==> src/rtl/iwin_pkg.sv <==
package iwin_pkg;
  localparam int unsigned DW      = 32;
  localparam int unsigned IOA_W   = 5;
  localparam int unsigned RB_AW   = 17;

  localparam logic [DW-1:0] FWD_LIMIT   = 32'h0001_FFFF;
  localparam logic [DW-1:0] UNDEF_LIMIT = 32'h0007_FFFF;
  localparam logic [DW-1:0] FLASH_LIMIT = 32'h000F_FFFF;

  localparam logic [2:0] OFS_INDEX = 3'd0;
  localparam logic [2:0] OFS_DATA  = 3'd1;

  typedef enum logic [1:0] {
    CLS_NONE    = 2'd0,
    CLS_UNDEF   = 2'd1,
    CLS_FLASH   = 2'd2,
    CLS_UNKNOWN = 2'd3
  } rng_cls_e;

  typedef enum logic [1:0] {
    ST_IDLE = 2'd0,
    ST_REQ  = 2'd1,
    ST_WAIT = 2'd2,
    ST_RESP = 2'd3
  } seq_st_e;
endpackage

==> src/rtl/iwin_idx_latch.sv <==
module iwin_idx_latch #(
  parameter int unsigned DW = 32
) (
  input  logic          clk_i,
  input  logic          we_i,
  input  logic [DW-1:0] d_i,
  output logic [DW-1:0] q_o
);
  // Deliberately unreset: index survives reset until overwritten.
  logic [DW-1:0] idx_q;

  always_ff @(posedge clk_i) begin
    if (we_i) idx_q <= d_i;
  end

  assign q_o = idx_q;
endmodule

==> src/rtl/iwin_range_cls.sv <==
module iwin_range_cls
  import iwin_pkg::*;
#(
  parameter int unsigned    W       = 32,
  parameter logic [W-1:0]   LIM_FWD = W'(FWD_LIMIT),
  parameter logic [W-1:0]   LIM_UND = W'(UNDEF_LIMIT),
  parameter logic [W-1:0]   LIM_FLS = W'(FLASH_LIMIT)
) (
  input  logic [W-1:0] idx_i,
  output logic         fwd_o,
  output rng_cls_e     cls_o
);
  always_comb begin
    fwd_o = 1'b0;
    if (idx_i < LIM_FWD) begin
      fwd_o = 1'b1;
      cls_o = CLS_NONE;
    end else if (idx_i < LIM_UND) begin
      cls_o = CLS_UNDEF;
    end else if (idx_i < LIM_FLS) begin
      cls_o = CLS_FLASH;
    end else begin
      cls_o = CLS_UNKNOWN;
    end
  end
endmodule

==> src/rtl/iwin_rb_seq.sv <==
module iwin_rb_seq
  import iwin_pkg::*;
#(
  parameter int unsigned DW = 32,
  parameter int unsigned AW = 17
) (
  input  logic          clk_i,
  input  logic          rst_ni,
  input  logic          fwd_start_i,
  input  logic          local_start_i,
  input  logic          we_i,
  input  logic [AW-1:0] addr_i,
  input  logic [DW-1:0] wdata_i,
  input  logic [DW-1:0] local_rdata_i,
  input  rng_cls_e      local_cls_i,
  output logic          idle_o,
  output logic          done_o,
  output logic [DW-1:0] rdata_o,
  output rng_cls_e      cls_o,
  output logic          rb_req_o,
  output logic          rb_we_o,
  output logic [AW-1:0] rb_addr_o,
  output logic [DW-1:0] rb_wdata_o,
  input  logic          rb_gnt_i,
  input  logic          rb_rvalid_i,
  input  logic [DW-1:0] rb_rdata_i
);
  seq_st_e       st_q;
  logic [DW-1:0] rdata_q;
  rng_cls_e      cls_q;
  logic          we_q;
  logic [AW-1:0] addr_q;
  logic [DW-1:0] wdata_q;

  always_ff @(posedge clk_i or negedge rst_ni) begin
    if (!rst_ni) begin
      st_q    <= ST_IDLE;
      rdata_q <= '0;
      cls_q   <= CLS_NONE;
      we_q    <= 1'b0;
      addr_q  <= '0;
      wdata_q <= '0;
    end else begin
      unique case (st_q)
        ST_IDLE: begin
          if (fwd_start_i) begin
            we_q    <= we_i;
            addr_q  <= addr_i;
            wdata_q <= wdata_i;
            rdata_q <= '0;
            st_q    <= ST_REQ;
          end else if (local_start_i) begin
            rdata_q <= local_rdata_i;
            cls_q   <= local_cls_i;
            st_q    <= ST_RESP;
          end
        end
        ST_REQ: begin
          if (rb_gnt_i) st_q <= we_q ? ST_RESP : ST_WAIT;
        end
        ST_WAIT: begin
          if (rb_rvalid_i) begin
            rdata_q <= rb_rdata_i;
            st_q    <= ST_RESP;
          end
        end
        ST_RESP: begin
          cls_q <= CLS_NONE;
          st_q  <= ST_IDLE;
        end
        default: st_q <= ST_IDLE;
      endcase
    end
  end

  assign idle_o     = (st_q == ST_IDLE);
  assign done_o     = (st_q == ST_RESP);
  assign rdata_o    = rdata_q;
  assign cls_o      = cls_q;
  assign rb_req_o   = (st_q == ST_REQ);
  assign rb_we_o    = we_q;
  assign rb_addr_o  = addr_q;
  assign rb_wdata_o = wdata_q;
endmodule

==> src/rtl/iwin_top.sv <==
module iwin_top
  import iwin_pkg::*;
#(
  parameter int unsigned DATA_W = DW,
  parameter int unsigned ADDR_W = IOA_W,
  parameter int unsigned RBA_W  = RB_AW
) (
  input  logic              clk_i,
  input  logic              rst_ni,
  input  logic              host_req_i,
  input  logic              host_we_i,
  input  logic [ADDR_W-1:0] host_addr_i,
  input  logic [3:0]        host_be_i,
  input  logic [DATA_W-1:0] host_wdata_i,
  output logic              host_rdy_o,
  output logic              host_done_o,
  output logic [DATA_W-1:0] host_rdata_o,
  output logic [1:0]        cls_o,
  output logic              rb_req_o,
  output logic              rb_we_o,
  output logic [RBA_W-1:0]  rb_addr_o,
  output logic [DATA_W-1:0] rb_wdata_o,
  input  logic              rb_gnt_i,
  input  logic              rb_rvalid_i,
  input  logic [DATA_W-1:0] rb_rdata_i
);
  localparam int unsigned OFS_W = ADDR_W - 2;

  logic              acc;
  logic              legal;
  logic [OFS_W-1:0]  ofs;
  logic              hit_idx, hit_data;
  logic              idx_we;
  logic [DATA_W-1:0] idx;
  logic              fwd;
  rng_cls_e          cls_chk;
  logic              fwd_start, local_start;
  logic [DATA_W-1:0] local_rdata;
  rng_cls_e          local_cls;
  rng_cls_e          cls_seq;
  logic              idle;

  assign acc      = host_req_i && idle;
  assign legal    = (host_be_i == 4'hF) && (host_addr_i[1:0] == 2'b00);
  assign ofs      = host_addr_i[ADDR_W-1:2];
  assign hit_idx  = legal && (ofs == OFS_W'(OFS_INDEX));
  assign hit_data = legal && (ofs == OFS_W'(OFS_DATA));
  assign idx_we   = acc && host_we_i && hit_idx;

  iwin_idx_latch #(.DW(DATA_W)) u_latch (
    .clk_i (clk_i),
    .we_i  (idx_we),
    .d_i   (host_wdata_i),
    .q_o   (idx)
  );

  iwin_range_cls #(.W(DATA_W)) u_cls (
    .idx_i (idx),
    .fwd_o (fwd),
    .cls_o (cls_chk)
  );

  assign fwd_start   = acc && hit_data && fwd;
  assign local_start = acc && !fwd_start;
  assign local_rdata = (hit_idx && !host_we_i) ? idx : '0;
  assign local_cls   = hit_data ? cls_chk : CLS_NONE;

  iwin_rb_seq #(.DW(DATA_W), .AW(RBA_W)) u_seq (
    .clk_i         (clk_i),
    .rst_ni        (rst_ni),
    .fwd_start_i   (fwd_start),
    .local_start_i (local_start),
    .we_i          (host_we_i),
    .addr_i        (idx[RBA_W-1:0]),
    .wdata_i       (host_wdata_i),
    .local_rdata_i (local_rdata),
    .local_cls_i   (local_cls),
    .idle_o        (idle),
    .done_o        (host_done_o),
    .rdata_o       (host_rdata_o),
    .cls_o         (cls_seq),
    .rb_req_o      (rb_req_o),
    .rb_we_o       (rb_we_o),
    .rb_addr_o     (rb_addr_o),
    .rb_wdata_o    (rb_wdata_o),
    .rb_gnt_i      (rb_gnt_i),
    .rb_rvalid_i   (rb_rvalid_i),
    .rb_rdata_i    (rb_rdata_i)
  );

  assign host_rdy_o = idle;
  assign cls_o      = cls_seq;
endmodule

==> config.mk <==
export PLATFORM = sky130hd
export DESIGN_NAME = iwin_top
export DESIGN_NICKNAME = d
export VERILOG_FILES = /design/src/rtl/iwin_pkg.sv /design/src/rtl/iwin_idx_latch.sv /design/src/rtl/iwin_range_cls.sv /design/src/rtl/iwin_rb_seq.sv /design/src/rtl/iwin_top.sv
export SDC_FILE = /design/constraint.sdc
export NUM_CORES = 1
export LEC_CHECK = 0
export BUFFER_PORTS_ARGS = -buffer_cell sky130_fd_sc_hd__buf_2
export CAP_MARGIN = 30
export CORE_MARGIN = 4
export CORE_UTILIZATION = 55
export DETAILED_ROUTE_END_ITERATION = 7
export GPL_ROUTABILITY_DRIVEN = 0
export HOLD_SLACK_MARGIN = 0.15
export PLACE_DENSITY_LB_ADDON = 0.25
export SLEW_MARGIN = 20
export SYNTH_ARGS = -nofsm -noshare
export SYNTH_HDL_FRONTEND = slang
export SYNTH_HIERARCHICAL = 1
export SYNTH_SLANG_ARGS = --single-unit
==> constraint.sdc <==
create_clock -name clk_i -period 7.4 [get_ports clk_i]
set_clock_uncertainty 0.1 [all_clocks]
set_input_delay 1.11 -clock clk_i [delete_from_list [all_inputs] [get_ports clk_i]]
set_output_delay 1.11 -clock clk_i [all_outputs]
set_load 0.005 [all_outputs]
==> flow_summary.toml <==
[route]
postRouteAntennaNets = 0
drcViolationCount = 0
wirelength_mm = 13.1
viasPerCell = 5.47
dr.first_iter.drc_count = 168
firstDrtPassIters = 6
post_drt_wl_per_cell_um = 18.7
vias = 3843

[placed_design]
dpl_cell_area_mm2 = 0.00647
io_buffers = 165
dp_hpwl_mm = 9.32

[setup_path]
setup.worst_path.end_class = "flop"
r2r_slack_ns = 3.81
crit_required_ns = 7.69
startpoint = "u_latch/q_o[28]"
reg2reg_from = "u_latch/q_o[28]"
crit_type = "flop to flop"
worstPathArrival_ns = 3.88
start_kind = "flop"
worstRegToRegCells = 10
critPathMaxFanout = 32
timing.rr.end = "u_seq/rdata_o[31]"

[floorplanning]
ios = 166
rows = 36
die_w_um = 109
core_mm2 = 0.00982
die_h_um = 109
start_util = 0.567
die_area_mm2 = 0.0118

[yosys]
synth_enable_flop_cells = 32
synth_area_per_cell_um2 = 14.1
synth_most_common_cell = "dfrtp_1"
syn_nets = 479
synth-seq-cells = 118
async_flop_share = 0.729
ys.flop_type = "dfrtp_1"
synthTopCellsByArea = "dfrtp_1, edfxtp_1, mux2_2"
yosysWarnings = 6
synth_area_mm2 = 0.00557
synth-seq-area-share = 0.559
yosysTopAreaCell = "dfrtp_1"
ys_top_cells_by_count = "dfrtp_1, mux2_2, inv_1"
synth_top_area_frac = 0.386
ys_types = 39
synthCells = 394

[final_layout]
drive_gt1_frac = 0.570
utilization = 0.717
postLayoutCellArea_mm2 = 0.00704
syn_to_final_growth_pct = 26.3
finalNetCount = 642
diodes = 0

[grt]
grt_pass1_vias = 4016
grt_pass1_wl_mm = 20.7
grt_start_max_net_pins = 54
grt_antenna_before_repair = 0
overflow = 0
grtUsageTotal = 0.230

[clock_tree]
insertion_delay_ns = 0.51
cts-resized-gates = 0
cts_buffers = 17
clock_path_buffers = 2
cts_max_level = 4
post_cts_buffers = 0
cts_tree = "yes"
cts.sinks = 118
root_buffer = "clkbuf_8"
clk_pin_slew_ns = 0.06
cts_hold_buf = 0

[sta]
period_share = 0.486
whs_ns = 0.385
setup_viol_count_final = 0
finalHoldViolations = 0
drv_slew = 0
relSlewSlack = 0.414
worstMarginPinSlew_ns = 0.879
rsz0062_at_grt = "no"
period_needed_ns = 3.59
clock.fmax_mhz = 278
tns_ns = 0

[min_path]
whs_path_depth = 1
min_to = "u_seq/rdata_o[5]"
min_from = "u_seq/rdata_o[5]"
min_path_type = "flop to flop"

[status]
status = "finished, final reports clean"

[power]
powerDensity_mw_per_mm2 = 285
ir_drop_mv = 0.174
p_total_mw = 2.01
leakagePower_nw = 3.51

[flow_run]
drv.max_cap_violation_count = 0
==> sequential cells by signal, indices dropped and copies added, names as in the netlist <==
name,cells
u_seq/rdata_o,32
u_seq/cls_o,2
u_latch/q_o,32
u_seq/st_q,2
u_seq/rb_wdata_o,32
u_seq/rb_we_o,1
u_seq/rb_addr_o,17
==> critical path, stage by stage, from the launching register on <==
cell      delay (ns)
edfxtp_1        0.46
nor4_4          0.36
nand4_1         0.16
a211oi_2        0.34
nand3_1         0.13
nor4_1          0.58
buf_2           0.29
nor3b_2         0.09
nor3_4          0.17
buf_4           0.39
mux2_2          0.40
==> where the power goes <==
part	internal (mW)	total, mW	switching, mW
Combinational	0.231	0.484	0.253
Clock	0.467	0.771	0.304
Sequential	0.723	0.752	0.0288
Total	1.42	2.01	0.586
==> final cells by class <==
cell class | count | area (um^2)
sequential | 118 | 3110
clock buffer | 19 | 443
tap | 133 | 166
timing repair buffer | 171 | 891
multi-input combinational | 209 | 2150
fill | 724 | 2780
inverter | 40 | 150
clock inverter | 13 | 120
==> layout by cell type (no fill, tap or decap), types with 2 or more instances in the layout <==
master	count
clkbuf_16	17
nor4_4	5
a211oi_1	2
a22o_1	33
mux2_2	80
clkinv_2	2
dfrtp_1	86
edfxtp_1	32
clkinvlp_4	2
ha_1	5
buf_4	5
nor2b_1	3
nor2_1	5
nand4_1	6
buf_2	165
nand4bb_2	2
nor4_2	29
nand2_1	4
mux2i_1	3
nand3_1	3
nor4_1	6
inv_6	3
clkinv_4	4
a32o_1	2
inv_1	40
==> layer usage <==
layer / GRT usage / up-vias / routed length (um)
li1: - / 1791 / -
met1: 0.318 / 1893 / 5810
met2: 0.352 / 138 / 6220
met3: 0.0645 / 21 / 885
met4: 0.0748 / 0 / 223
met5: 0 / - / 0
==> stage by stage <==
step                      instances  setup WS [ns]
after floorplan                 394           2.99
after global placement          669           3.02
after detailed placement        671           3.48
after CTS                       703           3.83
after global routing            703           3.63
final                           703           3.81
==> worst max-delay path by stage <==
| stage | endpoint | slack [ns] | cells after the start |
|---|---|---|---|
| 2_1_floorplan | u_latch/q_o[0] | 2.99 | 4 |
| 5_1_grt | u_seq/rdata_o[31] | 3.63 | 10 |
| 3_3_place_gp | u_seq/cls_o[0] | 3.02 | 7 |
| 3_5_place_dp | u_seq/rdata_o[31] | 3.48 | 9 |
| 4_1_cts | u_seq/rdata_o[31] | 3.83 | 10 |
| 6_report | u_seq/rdata_o[31] | 3.81 | 10 |
==> logic make-up after synthesis <==
logic type	after synthesis	synth area share
adders and majority gates	6	0.0135
buffers and inverters	67	0.0604
muxes	84	0.169
DFF	118	0.559
AOI/OAI and AO/OA	43	0.0669
and+or+nand+nor	76	0.131
Power figures use the tool's default switching activity.
